==> config.mk <==
export PLATFORM = sky130hd
export DESIGN_NAME = intc_cascade
export DESIGN_NICKNAME = d
export VERILOG_FILES = /design/src/rtl/intc_pkg.sv /design/src/rtl/intc_bank.sv /design/src/rtl/intc_prio.sv /design/src/rtl/intc_chmap.sv /design/src/rtl/intc_cascade.sv
export SDC_FILE = /design/constraint.sdc
export NUM_CORES = 2
export LEC_CHECK = 0
export ABC_AREA = 0
export BUFFER_PORTS_ARGS = -buffer_cell sky130_fd_sc_hd__buf_2
export CAP_MARGIN = 20
export CORE_MARGIN = 3
export CORE_UTILIZATION = 60
export DETAILED_ROUTE_END_ITERATION = 8
export PLACE_DENSITY = 0.77
export SYNTH_ARGS = -nofsm -noshare
export SYNTH_HDL_FRONTEND = slang
export SYNTH_HIERARCHICAL = 1
export SYNTH_SLANG_ARGS = --single-unit
==> constraint.sdc <==
create_clock -name clk -period 5.1 [get_ports clk]
set_input_delay 0.255 -clock clk [delete_from_list [all_inputs] [get_ports clk]]
set_output_delay 0.255 -clock clk [all_outputs]
set_load 0.01 [all_outputs]
==> src/rtl/intc_pkg.sv <==
package intc_pkg;

   // register window offsets (bytes)
   localparam int unsigned OFF_PEND   = 'h000;   // primary raw pending, read
   localparam int unsigned OFF_PCLR   = 'h010;   // primary pending clear, write ones
   localparam int unsigned OFF_ESET   = 'h020;   // primary enable set
   localparam int unsigned OFF_ECLR   = 'h030;   // primary enable clear
   localparam int unsigned OFF_PRIO   = 'h040;   // priority index, read
   localparam int unsigned OFF_SSTAT  = 'h080;   // secondary active status
   localparam int unsigned OFF_SCLR   = 'h088;   // secondary pending clear
   localparam int unsigned OFF_SESET  = 'h090;   // secondary enable set
   localparam int unsigned OFF_SECLR  = 'h098;   // secondary enable clear
   localparam int unsigned OFF_MAP    = 'h200;   // channel table base
   localparam int unsigned WORD_BYTES = 4;

   function automatic int unsigned words_for(input int unsigned n, input int unsigned w);
      return (n + w - 1) / w;
   endfunction

endpackage

==> src/rtl/intc_bank.sv <==
module intc_bank #(
   parameter int unsigned NSRC = 40,
   parameter int unsigned DW   = 32,
   localparam int unsigned NWORD = (NSRC + DW - 1) / DW
) (
   input  logic             clk,
   input  logic             rst_n,
   input  logic [NSRC-1:0]  req,
   input  logic [NWORD-1:0] sel_pclr,
   input  logic [NWORD-1:0] sel_eset,
   input  logic [NWORD-1:0] sel_eclr,
   input  logic [DW-1:0]    wdata,
   output logic [NSRC-1:0]  pend,
   output logic [NSRC-1:0]  en
);

   logic [NSRC-1:0] pclr_m;
   logic [NSRC-1:0] eset_m;
   logic [NSRC-1:0] eclr_m;

   // spread each word strobe over the sources it covers
   for (genvar i = 0; i < NSRC; i++) begin : g_mask
      localparam int unsigned WI = i / DW;
      localparam int unsigned BI = i % DW;
      assign pclr_m[i] = sel_pclr[WI] & wdata[BI];
      assign eset_m[i] = sel_eset[WI] & wdata[BI];
      assign eclr_m[i] = sel_eclr[WI] & wdata[BI];
   end

   always_ff @(posedge clk or negedge rst_n) begin
      if (!rst_n) begin
         pend <= '0;
         en   <= '0;
      end else begin
         // a live level request wins over a clear
         pend <= req | (pend & ~pclr_m);
         en   <= (en | eset_m) & ~eclr_m;
      end
   end

endmodule

==> src/rtl/intc_prio.sv <==
module intc_prio #(
   parameter int unsigned NSRC  = 40,
   parameter int unsigned FIRST = 1,
   localparam int unsigned IW   = $clog2(NSRC)
) (
   input  logic [NSRC-1:0] act,
   output logic [IW-1:0]   idx
);

   // scan downward so the lowest active index is the last one assigned
   always_comb begin
      idx = '0;
      for (int i = NSRC - 1; i >= int'(FIRST); i--) begin
         if (act[i]) idx = IW'(i);
      end
   end

endmodule

==> src/rtl/intc_chmap.sv <==
module intc_chmap #(
   parameter int unsigned NCH = 40,
   parameter int unsigned DW  = 32,
   localparam int unsigned IW = $clog2(NCH)
) (
   input  logic          clk,
   input  logic          rst_n,
   input  logic          wr,
   input  logic [IW-1:0] sel,
   input  logic [DW-1:0] wdata,
   output logic [DW-1:0] rdata
);

   logic [DW-1:0] mem [NCH];

   for (genvar c = 0; c < NCH; c++) begin : g_ch
      always_ff @(posedge clk or negedge rst_n) begin
         if (!rst_n)                            mem[c] <= '0;
         else if (wr && (sel == IW'(c)))        mem[c] <= wdata;
      end
   end

   assign rdata = mem[sel];

endmodule

==> src/rtl/intc_cascade.sv <==
module intc_cascade #(
   parameter int unsigned NUM_PRI = 40,
   parameter int unsigned NUM_SEC = 32,
   parameter int unsigned NUM_CH  = 40,
   parameter int unsigned DW      = 32,
   parameter int unsigned ADDR_W  = 12
) (
   input  logic               clk,
   input  logic               rst_n,
   input  logic [ADDR_W-1:0]  bus_addr,
   input  logic               bus_wr,
   input  logic [DW-1:0]      bus_wdata,
   output logic [DW-1:0]      bus_rdata,
   input  logic [NUM_PRI-1:0] prim_req,
   input  logic [NUM_SEC-1:0] sec_req,
   output logic               cpu_irq
);
   import intc_pkg::*;

   localparam int unsigned PW   = words_for(NUM_PRI, DW);
   localparam int unsigned PADW = PW * DW;
   localparam int unsigned IW   = $clog2(NUM_PRI);
   localparam int unsigned CIW  = $clog2(NUM_CH);

   // elaboration-time parameter checks
   if (NUM_SEC > DW) begin : g_bad_sec
      $error("intc_cascade: NUM_SEC must fit one data word");
   end
   if (NUM_PRI < 2 || IW > DW) begin : g_bad_pri
      $error("intc_cascade: NUM_PRI out of range");
   end
   if (OFF_MAP + WORD_BYTES * NUM_CH > (1 << ADDR_W)) begin : g_bad_map
      $error("intc_cascade: channel table exceeds address space");
   end
   if (OFF_ESET - OFF_PCLR < WORD_BYTES * PW) begin : g_bad_bank
      $error("intc_cascade: too many primary words for the register stride");
   end

   // ---------------- write decode ----------------
   logic [PW-1:0] p_sel_pclr, p_sel_eset, p_sel_eclr;
   for (genvar w = 0; w < PW; w++) begin : g_pdec
      assign p_sel_pclr[w] = bus_wr && (bus_addr == ADDR_W'(OFF_PCLR + WORD_BYTES * w));
      assign p_sel_eset[w] = bus_wr && (bus_addr == ADDR_W'(OFF_ESET + WORD_BYTES * w));
      assign p_sel_eclr[w] = bus_wr && (bus_addr == ADDR_W'(OFF_ECLR + WORD_BYTES * w));
   end

   logic [0:0] s_sel_pclr, s_sel_eset, s_sel_eclr;
   assign s_sel_pclr[0] = bus_wr && (bus_addr == ADDR_W'(OFF_SCLR));
   assign s_sel_eset[0] = bus_wr && (bus_addr == ADDR_W'(OFF_SESET));
   assign s_sel_eclr[0] = bus_wr && (bus_addr == ADDR_W'(OFF_SECLR));

   // channel table hit
   logic           map_hit;
   logic [CIW-1:0] map_sel;
   always_comb begin
      map_hit = 1'b0;
      map_sel = '0;
      for (int c = 0; c < int'(NUM_CH); c++) begin
         if (bus_addr == ADDR_W'(OFF_MAP + WORD_BYTES * c)) begin
            map_hit = 1'b1;
            map_sel = CIW'(c);
         end
      end
   end

   // ---------------- secondary bank ----------------
   logic [NUM_SEC-1:0] sec_pend, sec_en;

   intc_bank #(.NSRC(NUM_SEC), .DW(DW)) u_sec (
      .clk      (clk),
      .rst_n    (rst_n),
      .req      (sec_req),
      .sel_pclr (s_sel_pclr),
      .sel_eset (s_sel_eset),
      .sel_eclr (s_sel_eclr),
      .wdata    (bus_wdata),
      .pend     (sec_pend),
      .en       (sec_en)
   );

   logic [NUM_SEC-1:0] sec_act;
   logic               casc_req;
   assign sec_act  = sec_pend & sec_en;
   assign casc_req = |sec_act;

   // ---------------- primary bank ----------------
   logic [NUM_PRI-1:0] pri_req_eff, pri_pend, pri_en, pri_act;
   assign pri_req_eff = prim_req | NUM_PRI'(casc_req);

   intc_bank #(.NSRC(NUM_PRI), .DW(DW)) u_pri (
      .clk      (clk),
      .rst_n    (rst_n),
      .req      (pri_req_eff),
      .sel_pclr (p_sel_pclr),
      .sel_eset (p_sel_eset),
      .sel_eclr (p_sel_eclr),
      .wdata    (bus_wdata),
      .pend     (pri_pend),
      .en       (pri_en)
   );

   assign pri_act = pri_pend & pri_en;

   logic [IW-1:0] prio_idx;
   intc_prio #(.NSRC(NUM_PRI), .FIRST(1)) u_prio (
      .act (pri_act),
      .idx (prio_idx)
   );

   // ---------------- channel table ----------------
   logic [DW-1:0] map_rdata;
   intc_chmap #(.NCH(NUM_CH), .DW(DW)) u_map (
      .clk   (clk),
      .rst_n (rst_n),
      .wr    (bus_wr && map_hit),
      .sel   (map_sel),
      .wdata (bus_wdata),
      .rdata (map_rdata)
   );

   // ---------------- interrupt output ----------------
   always_ff @(posedge clk or negedge rst_n) begin
      if (!rst_n) cpu_irq <= 1'b0;
      else        cpu_irq <= |pri_act;
   end

   // ---------------- read mux ----------------
   logic [PADW-1:0] pend_pad, en_pad;
   assign pend_pad = PADW'(pri_pend);
   assign en_pad   = PADW'(pri_en);

   always_comb begin
      bus_rdata = '0;
      for (int w = 0; w < int'(PW); w++) begin
         if (bus_addr == ADDR_W'(OFF_PEND + WORD_BYTES * w))
            bus_rdata = pend_pad[w*DW +: DW];
         if (bus_addr == ADDR_W'(OFF_ESET + WORD_BYTES * w) ||
             bus_addr == ADDR_W'(OFF_ECLR + WORD_BYTES * w))
            bus_rdata = en_pad[w*DW +: DW];
      end
      if (bus_addr == ADDR_W'(OFF_PRIO))  bus_rdata = DW'(prio_idx);
      if (bus_addr == ADDR_W'(OFF_SSTAT)) bus_rdata = DW'(sec_act);
      if (bus_addr == ADDR_W'(OFF_SESET) || bus_addr == ADDR_W'(OFF_SECLR))
         bus_rdata = DW'(sec_en);
      if (map_hit) bus_rdata = map_rdata;
   end

endmodule

# Word level (Yosys, flattened, before mapping)
# Index checks and enable logic that the tools add are counted.
[totals] reg_bits=1425 input_bits=119 output_inout_bits=33 word_cells=555
[op_classes] n_lt_le_gt_ge=1 eq_ne=91 mux=129 bitwise_logic=232 reduce_logical=57
[op_table] operator="12-bit by 10-bit == test with 1-bit output, second input constant" n=40
[op_table] operator="6-bit 2-to-1 mux" n=77
[op_table] operator="32-bit 2-to-1 mux" n=10
[op_table] operator="1-bit bitwise AND" n=216
[op_table] operator="32-bit binary-select mux with 6-bit select" n=1
[op_table] operator="40-bit bitwise AND" n=3
[op_table] operator="32-bit bitwise AND" n=3
[op_table] operator="6-bit by 5-bit == test with 1-bit output, second input constant" n=16
[op_table] operator="40-bit inverter" n=2
[op_table] operator="40-bit bitwise OR" n=2
[op_table] operator="32-bit inverter" n=2
[op_table] operator="32-bit bitwise OR" n=2
[op_table] operator="1-bit logical AND" n=50
[op_table] operator="12-bit by 6-bit == test with 1-bit output, second input constant" n=4
[op_table] operator="12-bit by 8-bit == test with 1-bit output, second input constant" n=4
[op_table] operator="6-bit by 4-bit == test with 1-bit output, second input constant" n=8
[op_table] operator="6-bit == test, second input constant" n=8
[op_table] operator="1-bit 2-to-1 mux" n=41
[op_table] operator="40-bit by 1-bit bitwise OR with 40-bit output" n=1
[op_table] operator="40-bit OR reduction" n=1
[op_table] operator="32-bit OR reduction" n=1
[op_table] operator="12-bit by 5-bit == test with 1-bit output, second input constant" n=2
[op_table] operator="6-bit by 3-bit == test with 1-bit output, second input constant" n=4
[op_table] operator="12-bit by 3-bit == test with 1-bit output, second input constant" n=1
[op_table] operator="other kinds (8)" n=11

# Logic depth before layout (Yosys ltp)
[depth] depth_word=45 ltp_mapped=16

# Modules after synthesis
# Netlist, hierarchy kept.
[by_module_without_submodules] mod="intc_chmap" n_inst=1 cells_each=3720 area_per_inst_um2=57901.8
[by_module_without_submodules] mod="intc_bank (u_pri)" n_inst=1 cells_each=252 area_per_inst_um2=2937.8
[by_module_without_submodules] mod="intc_cascade" n_inst=1 cells_each=382 area_per_inst_um2=2446.1
[by_module_without_submodules] mod="intc_bank (u_sec)" n_inst=1 cells_each=201 area_per_inst_um2=2353.5
[by_module_without_submodules] mod="intc_prio" n_inst=1 cells_each=81 area_per_inst_um2=476.7

# Worst setup path after synthesis
# No wires, ideal clock.
[synth_timing] path_type="input -> output" startpoint="input port bus_addr[5]" endpoint="output port bus_rdata[11]" arrival_time_ns=3.295 setup_slack_ns=1.550 path_stages=12 path_buffers=5 path_cell_list="clkbuf_1 > o21a_1 > nor2_1 > clkbuf_1 > and2_1 > buf_4 > buf_2 > buf_2 > mux4_2 > a22oi_1 > o2111ai_1 > a221o_1"
[synth_via] elab_chain_len=45
[synth_rtl] item="from (decl)" line="intc_cascade.sv:10" text="input logic [ADDR_W-1:0] bus_addr,"
[synth_rtl] item="12-bit by 10-bit == test with 1-bit output" line="intc_cascade.sv:59" text="if (bus_addr == ADDR_W'(OFF_MAP + WORD_BYTES * c)) begin"
[synth_rtl] item="1-bit 2-to-1 mux" line="intc_cascade.sv:59"
[synth_rtl] item="6-bit 2-to-1 mux (37 in a row)" line="intc_cascade.sv:59"
[synth_rtl] item="6-bit 2-to-1 mux (*)" line="intc_cascade.sv:59"
[synth_rtl] item="named net map_sel[0]" line="intc_cascade.sv:54" text="logic [CIW-1:0] map_sel;"
[synth_rtl] item="6-bit inverter with 7-bit output (not written as such) (*)" line="intc_chmap.sv:23" text="assign rdata = mem[sel];"
[synth_rtl] item="32-bit binary-select mux with 6-bit select (*)" line="intc_chmap.sv:23"
[synth_rtl] item="32-bit 2-to-1 mux (not written as such) (*) (2 in a row)" line="intc_chmap.sv:23"
[synth_rtl] item="named net map_rdata[11]" line="intc_cascade.sv:111" text="logic [DW-1:0] map_rdata;"
[synth_rtl] item="32-bit 2-to-1 mux (*)" line="intc_cascade.sv:145" text="if (map_hit) bus_rdata = map_rdata;"
[synth_rtl] item="to (decl)" line="intc_cascade.sv:13" text="output logic [DW-1:0] bus_rdata,"
# Mark *: on every way through the listed nets, which the timed path passes. The rest lies on a longest branch. The select of a mux whose other input is x is not followed.

# Worst setup path after layout
[layout_timing] startpoint="input port bus_addr[1]" endpoint="output port bus_rdata[0]"
# The elaborated chain is that of the path after synthesis.

==> impl_metrics.tcl <==
set metrics [dict create \
    synth_nets 4755 \
    wire_per_inst_um 27.3 \
    cts_resized 0 \
    finalMaxSlewViolations 0 \
    antenna_left 0 \
    vdd_drop_max_mv 0.270 \
    synth_edf_count 0 \
    syn2layout_area_growth_pct 12.3 \
    reg2reg_depth 4 \
    cts.sinks 1425 \
    worstPathArrival_ns 4.12 \
    hp-start "bus_wr" \
    first_pass_iters 6 \
    r2r_end "cpu_irq" \
    stdcell_count 6306 \
    insertion_delay_ns 0.75 \
    rr_startpoint "u_pri/pend[38]" \
    cap_viol_max_count 0 \
    layout_commonest_cell "dfrtp_1" \
    clk_pin_slew_worst_paths_ns 0.06 \
    grt_pass1_vias 43300 \
    hold_violations 0 \
    worst_slew_pin_slew_ns 1.18 \
    fin_util 0.680 \
    p_per_area_nw_per_um2 312 \
    final_area_um2 74200 \
    rsz0062_at_grt "no" \
    run_status "finished clean" \
    critical_path.max_fanout 42 \
    holdCritPathClass "primary input to flip-flop" \
    worstHoldPathCells 5 \
    layout_min_cycle_time_ns 4.38 \
    syn_area_um2 66100 \
    die_w_um 338 \
    start_util 0.606 \
    period_share 0.858 \
    core_area_um2 109000 \
    p_leak_nw 34.8 \
    pin_count 152 \
    grt_max_degree 174 \
    cp-end-kind "output pin" \
    cp.required_ns 4.85 \
    vias 41700 \
    grt_overflow_total 0 \
    grt_antenna_before_repair 2 \
    numCtsBuffers 146 \
    fin_nets 4830 \
    ctsHtreeMaxLevel 4 \
    cts_buffer_depth 3 \
    io_buffers 151 \
    rrSetupSlack_ns 2.76 \
    avgSynthCellArea_um2 14.3 \
    synth-seq-cells 1425 \
    yosysSeqAreaShare 0.539 \
    synth-main-ff-cell "dfrtp_1" \
    min_to "u_pri/pend[39]" \
    grt_pass1_wl_um 265000 \
    synthCells 4636 \
    routabilityCongestion 0.956 \
    max_freq_ghz 0.229 \
    die_area_um2 114000 \
    setup_violations 0 \
    clockRootBuffer "clkbuf_16" \
    final_cell_mix "dfrtp_1 (1,425), mux2_2 (1,271), mux4_2 (256)" \
    relSlewSlack 0.213 \
    fillers 7222 \
    dp_hpwl_um 105000 \
    power_w 0.0231 \
    setup_tns_ns 0 \
    critical_path_class "primary input to output pin" \
    cts_tree "built" \
    grt_use_total 0.305 \
    ys_types 70 \
    dpl_cell_area_um2 68500 \
    yosys_warnings 6 \
    dieHeight_um 338 \
    routed_wl_um 172000 \
    row_count 121 \
    fin_skew_ns 0.0166 \
    viasPerCell 6.61 \
    synth-async-reset-ratio 1.00 \
    drc 0 \
    cp-start-kind "primary input" \
    dp_cells 5964 \
    drt_iter0_drc 3800 \
    layout-drive-gt1-share 0.443 \
]
## flip-flops by register name (all words and copies together), names as in the netlist
| signal | count |
|---|---|
| u_map/mem | 1280 |
| u_pri/en | 40 |
| u_pri/pend | 40 |
| u_sec/en | 32 |
| u_sec/pend | 32 |
| cpu_irq | 1 |
## timing repair
item,4_1_cts,5_1_grt
endpoints found under the hold margin,188,0
setup buffers,0,0
hold buffers,72,0
## worst max path at each step
stage                      start            end  slack, ns  depth (start not counted)
finish               bus_addr[1]   bus_rdata[0]       0.72                         13
global route         bus_addr[1]   bus_rdata[0]       0.64                         13
CTS                  bus_addr[1]   bus_rdata[0]       0.91                         13
detailed placement   bus_addr[1]   bus_rdata[0]       0.92                         13
global placement    bus_addr[11]   bus_rdata[0]       0.90                         13
floorplan            bus_addr[5]  bus_rdata[11]       1.55                         12
## per-layer routing
| metal | wire length (um) | vias to the layer above | share of wire | GRT usage |
|---|---|---|---|---|
| met5 | 30 | - | 0.00017 | 0 |
| met4 | 5200 | 4 | 0.030 | 0.106 |
| met2 | 82000 | 1686 | 0.48 | 0.489 |
| met3 | 12500 | 359 | 0.072 | 0.0519 |
| met1 | 72300 | 22200 | 0.42 | 0.426 |
| li1 | - | 17400 | - | - |
## cell families (layout without fill, tap and decap cells)
| family | after synthesis | count (layout) | synth area share |
|---|---|---|---|
| AND/OR/NAND/NOR | 430 | 430 | 0.0335 |
| multiplexers | 1699 | 1699 | 0.330 |
| other | 0 | 1 | 0 |
| buffers and inverters | 448 | 641 | 0.0320 |
| flip-flops | 1425 | 1425 | 0.539 |
| AO/OA/AOI/OAI | 634 | 634 | 0.0653 |
## synthesized netlist by cell type (all sizes together), types with 4 or more instances
master | count | area [um^2]
nor3b | 7 | 57.6
o2111ai | 32 | 280
mux4 | 256 | 5770
nand2 | 144 | 541
and4 | 4 | 35.0
o22ai | 4 | 25.0
o21ai | 19 | 95.1
mux2 | 1280 | 14400
a221o | 4 | 43.8
a211oi | 6 | 45.0
o311ai | 4 | 35.0
nor3 | 24 | 130
a21o | 104 | 781
nand4 | 6 | 37.5
or4 | 13 | 105
inv | 11 | 41.3
nand3 | 61 | 305
or2 | 7 | 43.8
mux2i | 163 | 1630
a22o | 25 | 219
dfrtp | 1425 | 35700
nor2b | 11 | 68.8
o31ai | 25 | 188
o32ai | 5 | 51.3
or3 | 6 | 38.8
a22oi | 172 | 1290
clkbuf | 209 | 788
nor2 | 61 | 244
buf | 228 | 1280
and2 | 49 | 307
a31oi | 21 | 131
nor4 | 15 | 109
a21oi | 195 | 976
nand2b | 6 | 37.5
## metrics by stage
| step | setup slack (ns) | hold WS, ns |
|---|---|---|
| after CTS | 0.907 | 0.0634 |
| after detailed placement | 0.924 | 0.345 |
| after global placement | 0.899 | 0.343 |
| after global routing | 0.645 | 0.103 |
| final | 0.724 | 0.114 |
| after floorplan | 1.55 | -0.0406 |
## critical path, cell delays in order
cell and delay (ns):
buf_2 0.14, nor2_1 0.17, nand3_1 0.27, nor2_2 0.23, and2_4 0.46, buf_12 0.39
mux4_2 0.55, a22oi_1 0.24, a21o_1 0.26, o2111ai_1 0.32, a22oi_1 0.39, a22oi_1 0.19
buf_2 0.18
## area by class of cell
| type | instances | area, um^2 | area share |
|---|---|---|---|
| Sequential cell | 1425 | 35700 | 0.480 |
| Multi-Input combinational cell | 2763 | 28600 | 0.386 |
| Clock buffer | 219 | 4420 | 0.0596 |
| Timing Repair Buffer | 364 | 3060 | 0.0413 |
| Tap cell | 1476 | 1850 | 0.0249 |
| Clock inverter | 47 | 572 | 0.00770 |
| Inverter | 11 | 41.3 | 0.000556 |
| Antenna cell | 1 | 2.50 | 0.0000337 |
## power by group
part	leakage, nW	switching (W)	internal (W)	total (W)
Combinational	12.8	0.000624	0.000194	0.000817
Clock	2.49	0.00445	0.00652	0.0110
Sequential	19.5	0.0000157	0.0113	0.0114
Total	34.8	0.00509	0.0181	0.0231
No activity file was read; power rests on OpenSTA's default activity.
